File: src/rtl/keyed_cfg_pkg.sv
package keyed_cfg_pkg;

  localparam int ADDR_W = 12;
  localparam int DATA_W = 32;
  localparam int IDX_W  = ADDR_W - 2;

  localparam int VARIANT_A = 0;
  localparam int VARIANT_B = 1;

  localparam logic [DATA_W-1:0] UNLOCK_CODE = 32'hFC60_0309;

  // Strobes from the control module to the datapath
  typedef struct packed {
    logic             cfgWr;
    logic             plainWr;
    logic             rdEn;
    logic [IDX_W-1:0] idx;
  } cfgStrobe_t;

  function automatic logic [DATA_W-1:0] cfgRoMask(input int variant);
    if (variant == VARIANT_B) return 32'hF00F_C04C;
    return 32'hFFFF_F84C;
  endfunction

  function automatic logic [1:0] sizeCode(input int variant, input int mib);
    logic [1:0] code;
    code = 2'd2;
    if (variant == VARIANT_B) begin
      case (mib)
        128:     code = 2'd0;
        256:     code = 2'd1;
        512:     code = 2'd2;
        1024:    code = 2'd3;
        default: code = 2'd2;
      endcase
    end else begin
      case (mib)
        64:      code = 2'd0;
        128:     code = 2'd1;
        256:     code = 2'd2;
        512:     code = 2'd3;
        default: code = 2'd2;
      endcase
    end
    return code;
  endfunction

  function automatic logic [DATA_W-1:0] cfgResetVal(input int variant, input int mib);
    logic [DATA_W-1:0] base;
    base = (variant == VARIANT_B) ? 32'h1000_000C : 32'h0000_0040;
    return base | {30'd0, sizeCode(variant, mib)};
  endfunction

endpackage

File: src/rtl/keyed_cfg_ctrl.sv
module keyed_cfg_ctrl
  import keyed_cfg_pkg::*;
#(
  parameter int NUM_REGS = 64
) (
  input  logic              clk,
  input  logic              rstN,
  input  logic [ADDR_W-1:0] busAddr,
  input  logic              busWrEn,
  input  logic [DATA_W-1:0] busWrData,
  input  logic              busRdEn,
  output cfgStrobe_t        strb,
  output logic              unlocked
);

  localparam logic [IDX_W-1:0] LIMIT_IDX = IDX_W'(NUM_REGS);
  localparam logic [IDX_W-1:0] KEY_IDX   = '0;
  localparam logic [IDX_W-1:0] CFG_IDX   = IDX_W'(1);

  logic [IDX_W-1:0] wordIdx;
  logic [1:0]       unusedLowAddr;
  logic             inRange;
  logic             keyWr;
  logic             keyMatch;

  assign wordIdx       = busAddr[ADDR_W-1:2];
  assign unusedLowAddr = busAddr[1:0];
  assign inRange       = wordIdx < LIMIT_IDX;
  assign keyWr         = busWrEn && (wordIdx == KEY_IDX);
  assign keyMatch      = (busWrData == UNLOCK_CODE);

  always_comb begin
    strb         = '0;
    strb.idx     = wordIdx;
    strb.rdEn    = busRdEn;
    strb.cfgWr   = busWrEn && unlocked && (wordIdx == CFG_IDX);
    strb.plainWr = busWrEn && unlocked && inRange && (wordIdx > CFG_IDX);
  end

  always_ff @(posedge clk or negedge rstN) begin
    if (!rstN)      unlocked <= 1'b0;
    else if (keyWr) unlocked <= keyMatch;
  end


  key_open_chk: assert property (@(posedge clk) disable iff (!rstN)
    (busWrEn && busAddr[ADDR_W-1:2] == '0 && busWrData == 32'hFC60_0309) |=> unlocked);


  key_close_chk: assert property (@(posedge clk) disable iff (!rstN)
    (busWrEn && busAddr[ADDR_W-1:2] == '0 && busWrData != 32'hFC60_0309) |=> !unlocked);


  oor_quiet_chk: assert property (@(posedge clk) disable iff (!rstN)
    (busAddr[ADDR_W-1:2] >= LIMIT_IDX) |-> !(strb.cfgWr || strb.plainWr));


  locked_quiet_chk: assert property (@(posedge clk) disable iff (!rstN)
    !unlocked |-> !(strb.cfgWr || strb.plainWr));

endmodule

File: src/rtl/keyed_cfg_dp.sv
module keyed_cfg_dp
  import keyed_cfg_pkg::*;
#(
  parameter int VARIANT  = VARIANT_B,
  parameter int DRAM_MIB = 512,
  parameter int NUM_REGS = 64
) (
  input  logic              clk,
  input  logic              rstN,
  input  cfgStrobe_t        strb,
  input  logic              unlocked,
  input  logic [DATA_W-1:0] wrData,
  output logic [DATA_W-1:0] rdData
);

  localparam int               SEL_W     = $clog2(NUM_REGS);
  localparam logic [IDX_W-1:0] LIMIT_IDX = IDX_W'(NUM_REGS);
  localparam logic [DATA_W-1:0] CFG_RST  = cfgResetVal(VARIANT, DRAM_MIB);

  logic [DATA_W-1:0] roMask;
  logic [DATA_W-1:0] cfgReg;
  logic [DATA_W-1:0] plainMem [NUM_REGS];
  logic [DATA_W-1:0] rdNext;

  generate
    if (VARIANT == VARIANT_B) begin : g_mask_b
      assign roMask = cfgRoMask(VARIANT_B);
    end else begin : g_mask_a
      assign roMask = cfgRoMask(VARIANT_A);
    end
  endgenerate

  always_ff @(posedge clk or negedge rstN) begin
    if (!rstN)           cfgReg <= CFG_RST;
    else if (strb.cfgWr) cfgReg <= wrData & ~roMask;
  end

  always_ff @(posedge clk or negedge rstN) begin
    if (!rstN) begin
      for (int i = 0; i < NUM_REGS; i++) plainMem[i] <= '0;
    end else if (strb.plainWr) begin
      plainMem[strb.idx[SEL_W-1:0]] <= wrData;
    end
  end

  always_comb begin
    if (strb.idx == '0)              rdNext = {{(DATA_W-1){1'b0}}, unlocked};
    else if (strb.idx == IDX_W'(1))  rdNext = cfgReg;
    else if (strb.idx < LIMIT_IDX)   rdNext = plainMem[strb.idx[SEL_W-1:0]];
    else                             rdNext = '0;
  end

  always_ff @(posedge clk or negedge rstN) begin
    if (!rstN)          rdData <= '0;
    else if (strb.rdEn) rdData <= rdNext;
  end


  cfg_locked_chk: assert property (@(posedge clk) disable iff (!rstN)
    !unlocked |=> $stable(cfgReg));


  cfg_ro_zero_chk: assert property (@(posedge clk) disable iff (!rstN)
    strb.cfgWr |=> ((cfgReg & cfgRoMask(VARIANT)) == '0));


  rd_hold_chk: assert property (@(posedge clk) disable iff (!rstN)
    !strb.rdEn |=> $stable(rdData));

endmodule

File: src/rtl/keyed_cfg_regs.sv
module keyed_cfg_regs
  import keyed_cfg_pkg::*;
#(
  parameter int VARIANT  = VARIANT_B,
  parameter int DRAM_MIB = 512,
  parameter int NUM_REGS = 64
) (
  input  logic        clk,
  input  logic        rstN,
  input  logic [11:0] busAddr,
  input  logic        busWrEn,
  input  logic [31:0] busWrData,
  input  logic        busRdEn,
  output logic [31:0] busRdData
);

  cfgStrobe_t strb;
  logic       unlocked;

  keyed_cfg_ctrl #(.NUM_REGS(NUM_REGS)) u_ctrl (
    .clk       (clk),
    .rstN      (rstN),
    .busAddr   (busAddr),
    .busWrEn   (busWrEn),
    .busWrData (busWrData),
    .busRdEn   (busRdEn),
    .strb      (strb),
    .unlocked  (unlocked)
  );

  keyed_cfg_dp #(
    .VARIANT  (VARIANT),
    .DRAM_MIB (DRAM_MIB),
    .NUM_REGS (NUM_REGS)
  ) u_dp (
    .clk      (clk),
    .rstN     (rstN),
    .strb     (strb),
    .unlocked (unlocked),
    .wrData   (busWrData),
    .rdData   (busRdData)
  );

endmodule

File: config.mk
export PLATFORM = sky130hd
export DESIGN_NAME = keyed_cfg_regs
export DESIGN_NICKNAME = d
export VERILOG_FILES = /design/src/rtl/keyed_cfg_pkg.sv /design/src/rtl/keyed_cfg_ctrl.sv /design/src/rtl/keyed_cfg_dp.sv /design/src/rtl/keyed_cfg_regs.sv
export SDC_FILE = /design/constraint.sdc
export NUM_CORES = 2
export LEC_CHECK = 0
export BUFFER_PORTS_ARGS = -buffer_cell sky130_fd_sc_hd__buf_2
export CELL_PAD_IN_SITES_DETAIL_PLACEMENT = 0
export CELL_PAD_IN_SITES_GLOBAL_PLACEMENT = 2
export CORE_MARGIN = 3
export CORE_UTILIZATION = 35
export CTS_BUF_LIST = sky130_fd_sc_hd__clkbuf_4 sky130_fd_sc_hd__clkbuf_8 sky130_fd_sc_hd__clkbuf_16
export CTS_CLUSTER_DIAMETER = 30
export DETAILED_ROUTE_END_ITERATION = 12
export PLACE_DENSITY_LB_ADDON = 0.1
export SYNTH_ARGS = -nofsm -noshare
export SYNTH_HDL_FRONTEND = slang
export SYNTH_SLANG_ARGS = --single-unit
File: constraint.sdc
create_clock -name clk -period 2.9 [get_ports clk]
set_input_delay 0.145 -clock clk [delete_from_list [all_inputs] [get_ports clk]]
set_output_delay 0.145 -clock clk [all_outputs]
set_load 0.005 [all_outputs]
Yosys cells after proc, flatten, opt, wreduce, memory -nomap -nowiden
Cells that the tools add are included.
{ "classes": {"magnitude_cmp": 4, "addsub": 0, "n_mul": 0, "reduce_logical": 7, "n_bitwise": 1, "eq_ne": 2, "shifts": 0, "div_mod_pow": 0, "mux": 9} }
{ "ops": {"columns": ["cell", "n"], "rows": [
  ["$bwmux 2048", 1],
  ["$bmux 32 s6", 1],
  ["$demux 32 s6", 1],
  ["$mux 32", 6],
  ["$eq 32x32->1 const B", 1],
  ["$eq 10x1->1 const B", 1],
  ["$gt 10x1->1 const B", 1],
  ["$logic_not 10->1", 1],
  ["$lt 10x7->1 const B", 1],
  ["$ge 7x7->1 const B", 1],
  ["$lt 7x1->1 const B", 1],
  ["$not 6->7", 1],
  ["$logic_and 1x1->1", 6]
]} }
{ "word_totals": {"ram_bits": 0, "n_memories": 0, "inputBits": 48, "register_bits": 2103, "latch_bits": 0, "romBits": 0, "wordCells": 90} }

Longest topological paths before layout
{ "logic_depth": {"word_depth": 7, "mapped_depth": 12} }

By module
From an unflattened synthesis, not the netlist that was laid out.
{ "unflattened": {"hier_cells": 6051, "hier_area_um2": 96027.1} }
{ "by_module_without_submodules": {"columns": ["module", "cells_each", "area_each_um2", "seq_area_each_um2", "n_inst"], "rows": [
  ["keyed_cfg_dp", 6019, 95768.1, 52552.9, 1],
  ["keyed_cfg_ctrl", 32, 259.0, 25.0, 1]
]} }

Least setup slack after synthesis
No wires, ideal clock.
{ "synth_path": {"path_kind": "input port to flip-flop", "startpoint": "in busAddr[3]", "endpoint": "reg u_dp.rdData[7]", "path_slack_ns": 0.874, "path_buffers": 3, "setup_ns": 0.134, "arrival_time_ns": 1.892, "cell_stages": 8, "path_cell_list": "buf_4 buf_4 buf_2 mux2_2 a221oi_1 o22ai_1 a2111oi_0 o21ai_0"} }
{ "synth_between": {"elab_chain_cells": 7} }
{ "synth_lines": {"columns": ["element", "line_no", "text"], "rows": [
  ["from (decl)", "keyed_cfg_regs.sv:10", "input logic [11:0] busAddr,"],
  ["$not 6->7 (not written as such)", "keyed_cfg_dp.sv:49", "else if (strb.idx < LIMIT_IDX) rdNext = plainMem[strb.idx[SEL_W-1:0]];"],
  ["$bmux 32 s6", "keyed_cfg_dp.sv:49", null],
  ["$mux 32 (not written as such) (2 in series)", "keyed_cfg_dp.sv:49", null],
  ["$mux 32", "keyed_cfg_dp.sv:49", null],
  ["$mux 32", "keyed_cfg_dp.sv:48", "else if (strb.idx == IDX_W'(1)) rdNext = cfgReg;"],
  ["$mux 32 *", "keyed_cfg_dp.sv:47", "if (strb.idx == '0) rdNext = {{(DATA_W-1){1'b0}}, unlocked};"],
  ["to (signal assigned)", "keyed_cfg_dp.sv:55", "else if (strb.rdEn) rdData <= rdNext;"],
  ["to (decl)", "keyed_cfg_dp.sv:13", "output logic [DATA_W-1:0] rdData"]
]} }
Mark *: on every way between the ends. The rest lies on a longest branch, timed or not. The select of a mux whose other input is x is not followed.
A chain may end at the register's enable or synchronous reset.

Worst setup path after layout
{ "layout_path": {"startpoint": "in busAddr[8]", "endpoint": "reg u_dp.rdData[13]"} }
{ "layout_between": {"elab_chain_cells": 4} }
{ "layout_lines": {"columns": ["element", "line_no"], "rows": [
  ["$lt 10x7->1", "keyed_cfg_dp.sv:49"],
  ["$mux 32", "keyed_cfg_dp.sv:49"],
  ["$mux 32", "keyed_cfg_dp.sv:48"],
  ["$mux 32 *", "keyed_cfg_dp.sv:47"]
]} }
Mark *: on every way between the ends. The rest lies on a longest branch, timed or not.

==> run_results.csv <==
group,metric,value,unit
route,detail_route.iter0.violations,5584,
cells_and_area,layout.core_utilization,0.4644,
grt,grt.total_usage,0.3032,
floorplan,placementRows,190,
synthesis,synth_top_cells_by_count,"sky130_fd_sc_hd__dfrtp_1, sky130_fd_sc_hd__mux2_2, sky130_fd_sc_hd__clkbuf_1",
cells_and_area,area_growth_from_synthesis_to_layout,31.65,%
sta,crit_share_post_route,0.9972,
power,switching_power,22.23,mW
power,switching_share,0.2299,
sta,unrepaired_setup_endpoints_after_global_routing,"no",
route,totalWireLength,426200,microns
sta,timing.final.hold_violations,0,
synthesis,synth_top_flop_cell,"sky130_fd_sc_hd__dfrtp_1",
power,leakagePower,60.37,nW
worst_setup_path,cp_slowest_cell,"sky130_fd_sc_hd__a21oi_1",
cells_and_area,final_layout_size_suffix_gt1_frac,0.5149,
floorplan,die_width,526.6,microns
route,dr_total_vias,65739,
synthesis,net_count_of_the_mapped_netlist,6820,
synthesis,synth-edff-count,0,
route,ant_nets,0,
power,power.sequential.fraction,0.304,
floorplan,fp.coreArea,268900,sq um
power,post-layout-total-power,96.69,mW
worst_setup_path,critical_path.cell_chain,"dlygate4sd3_1, buf_2, nor4_2, buf_4, dlygate4sd3_1, nand2_1, a21oi_1, o31ai_1, o311ai_0, dlygate4sd3_1",
sta,max_slew.worst_pin.slew,1.362,ns
synthesis,yosysSeqAreaShare,0.5538,
place,detailed_place.area,104700,sq um
clock_tree,clock_sinks,2099,
worst_setup_path,worstSetupStartpointType,"input pin",
synthesis,yosysTopAreaCellShare,0.5533,
route,drt-wirelength-per-cell,37.44,microns
sta,finalSetupViolCount,0,
synthesis,synth_top_cells_by_area,"sky130_fd_sc_hd__dfrtp_1, sky130_fd_sc_hd__mux2_2, sky130_fd_sc_hd__mux4_2",
worst_hold_path,min_path_type,"input pin to flip-flop",
worst_setup_path,setup.worst_path.class,"input pin to flip-flop",
worst_setup_path,setup.worst_path.end_class,"flip-flop",
worst_setup_path,worst_ep_arrival_time,3.79,ns
run,maxCapViolCount,0,
grt,first_global_vias,68783,
floorplan,floorplan.initialDensity,0.3528,
clock_tree,clock_tree.root_cell,"sky130_fd_sc_hd__clkbuf_16",
route,via_per_inst,5.775,
power,powerDensity,774.3,nW/um^2
clock_tree,cts_htree_levels,6,
power,peakVddDrop,0.0005217,V
floorplan,io_pins,80,
grt,maximum_number_of_pins_on_one_net_before_global_route_repair,137,
worst_setup_path,cpMostUsedCell,"sky130_fd_sc_hd__dlygate4sd3_1",
synthesis,postSynthCellCount,6772,
worst_setup_path,worst-endpoint-required,3.80,ns
synthesis,synthesis.area_per_instance,14.01,sq um
synthesis,yosysWarningCount,0,
grt,initial_antenna_violation_count,27,
synthesis,asyncSetResetFlopFracSynth,1.000,
outcome,outcome,"finished, final reports clean",
power,power.combinational.fraction,0.041,
place,io_buffer_count,77,
grt,grt_overflow,0,
clock_tree,cts_tree,"done",
synthesis,netlist_area,94850,sq um
clock_tree,cts_inserted_buffers,561,
worst_setup_path,timing.critical_path.buf_inv,5,
worst_setup_path,worst-path-max-fanout,5,
sta,max_freq,345.8,MHz
worst_setup_path,critPathMaxStageDelay,0.76,ns
sta,worst_clk_skew,0.03653,ns
route,remaining_drc_errors,0,
cells_and_area,finish.instance_area,124900,sq um
clock_tree,cts_buffer_depth,4,
floorplan,dieArea,277300,sq um
route,firstDrtPassIters,7,
synthesis,yosys.cell_types.count,70,
synthesis,post-synth-top-area-cell,"sky130_fd_sc_hd__dfrtp_1",
sta,max-slew-margin-rel,0.08886,
power,clk_pwr_share,0.654,
synthesis,synth_seq_cells,2099,
grt,grt_first_pass_wirelength,586700,microns
cells_and_area,numnets_final,7435,
clock_tree,worst_skew_pair.late_latency,1.00,ns
power,power_report.internal_total,74.46,mW
synthesis,synth.most_common_cell,"sky130_fd_sc_hd__dfrtp_1",
worst_setup_path,timing.critical_path.max_delay_family,"buffers and inverters",
place,place_hpwl,271700,microns
sta,crit_path_time_final,2.892,ns
floorplan,die_h,526.6,microns
sta,slew_viol_final,0,
place,routabilityCongestion,0.8403,
clock_tree,clk_pin_slew,0.04,ns
-- per-stage QoR --
step / worst slack (ns) / hold slack, ns / TNS, ns / instances
after floorplan: 0.8742 / -0.1506 / 0 / 6772
after global placement: -0.5463 / 0.1072 / -30.31 / 10325
after detailed placement: -0.5395 / 0.1052 / -29.60 / 10325
after CTS: 0.04914 / 0.004176 / 0 / 11370
after global routing: 0.05910 / 0.07143 / 0 / 11379
final: 0.008034 / 0.04509 / 0 / 11384
-- layer usage --
layer,track usage,vias to the layer above,share of wire
met2,0.4807,2303,0.46
met1,0.4194,36285,0.45
met4,0.1134,6,0.039
li1,-,26484,-
met5,0,-,0.000077
met3,0.04674,661,0.052
-- worst min-delay path, delay by kind of cell --
kind / cells / cell delay (ns)
buf+inv: 2 / 0.62
simple gates: 2 / 0.18
-- cells by family after synthesis --
family,count (synthesis),share of synthesized area
AO/OA/AOI/OAI,870,0.06451
multiplexers,2537,0.3199
flip-flops,2099,0.5538
buffers and inverters,754,0.03661
AND/OR/NAND/NOR,512,0.02521
-- power groups by stage --
stage,registers (mW),clock network (mW),logic (mW)
CTS,29.4,64.1,4.00
detailed placement,29.8,0,3.93
global placement,29.8,0,3.92
floorplan,29.8,0,1.35
finish,29.4,63.3,3.99
global route,29.4,65.9,4.16
-- what timing repair did --
action                      CTS  global route
setup buffers                 0             7
hold buffers                 44             0
resized for setup             0             2
setup endpoints to repair     0             2
hold endpoints to repair   2719             0
-- layout make-up --
type	instances	area, sq um
sequential	2099	52530
tap	3552	4444
inverter	7	36.28
clock inverter	208	2970
timing repair buffer	799	8879
clock buffer	793	16640
antenna	7	17.52
fill	23852	144000
multi-input combinational	3919	39350
-- worst paths after layout --
kind	cells after the start	end	slack, ns	start
worst max-delay path	10	u_dp.rdData[13]$_DFFE_PN0P_	0.008	busAddr[8]
worst min-delay path	4	u_dp.plainMem[1791]$_DFFE_PN0P_	0.05	busWrData[31]
worst max register to register	5	u_dp.plainMem[506]$_DFFE_PN0P_	0.17	u_ctrl.unlocked$_DFFE_PN0P_
worst min register to register	0	u_dp.plainMem[2035]$_DFFE_PN0P_	0.37	u_dp.plainMem[2035]$_DFFE_PN0P_
max in group asynchronous	6	u_dp.plainMem[1057]$_DFFE_PN0P_	1.11	rstN
min in group asynchronous	4	u_dp.plainMem[283]$_DFFE_PN0P_	0.52	rstN
-- cell usage in the layout, fill, tap and decap left out, drive strengths merged, types with 10 or more instances in the layout --
cell	instances
a211oi	15
a21oi	133
a221o	20
a221oi	158
a222oi	10
a22o	26
a22oi	154
a31oi	21
a32oi	16
and3	20
buf	756
bufinv	48
clkbuf	793
clkinv	120
clkinvlp	18
dfrtp	2097
dlygate4sd3	43
inv	29
mux2	2072
mux2i	277
mux4	188
nand2	213
nand3	31
nand4	17
nor2	165
nor2b	13
nor3	15
nor4	12
o211ai	10
o21ai	130
o221ai	16
o22ai	110
-- state kept, by name, summed over array words and instances (netlist names) --
signal	cells
u_dp.plainMem	2046
u_dp.cfgReg	20
u_ctrl.unlocked	1
u_dp.rdData	32
Power figures use the tool's default switching activity.
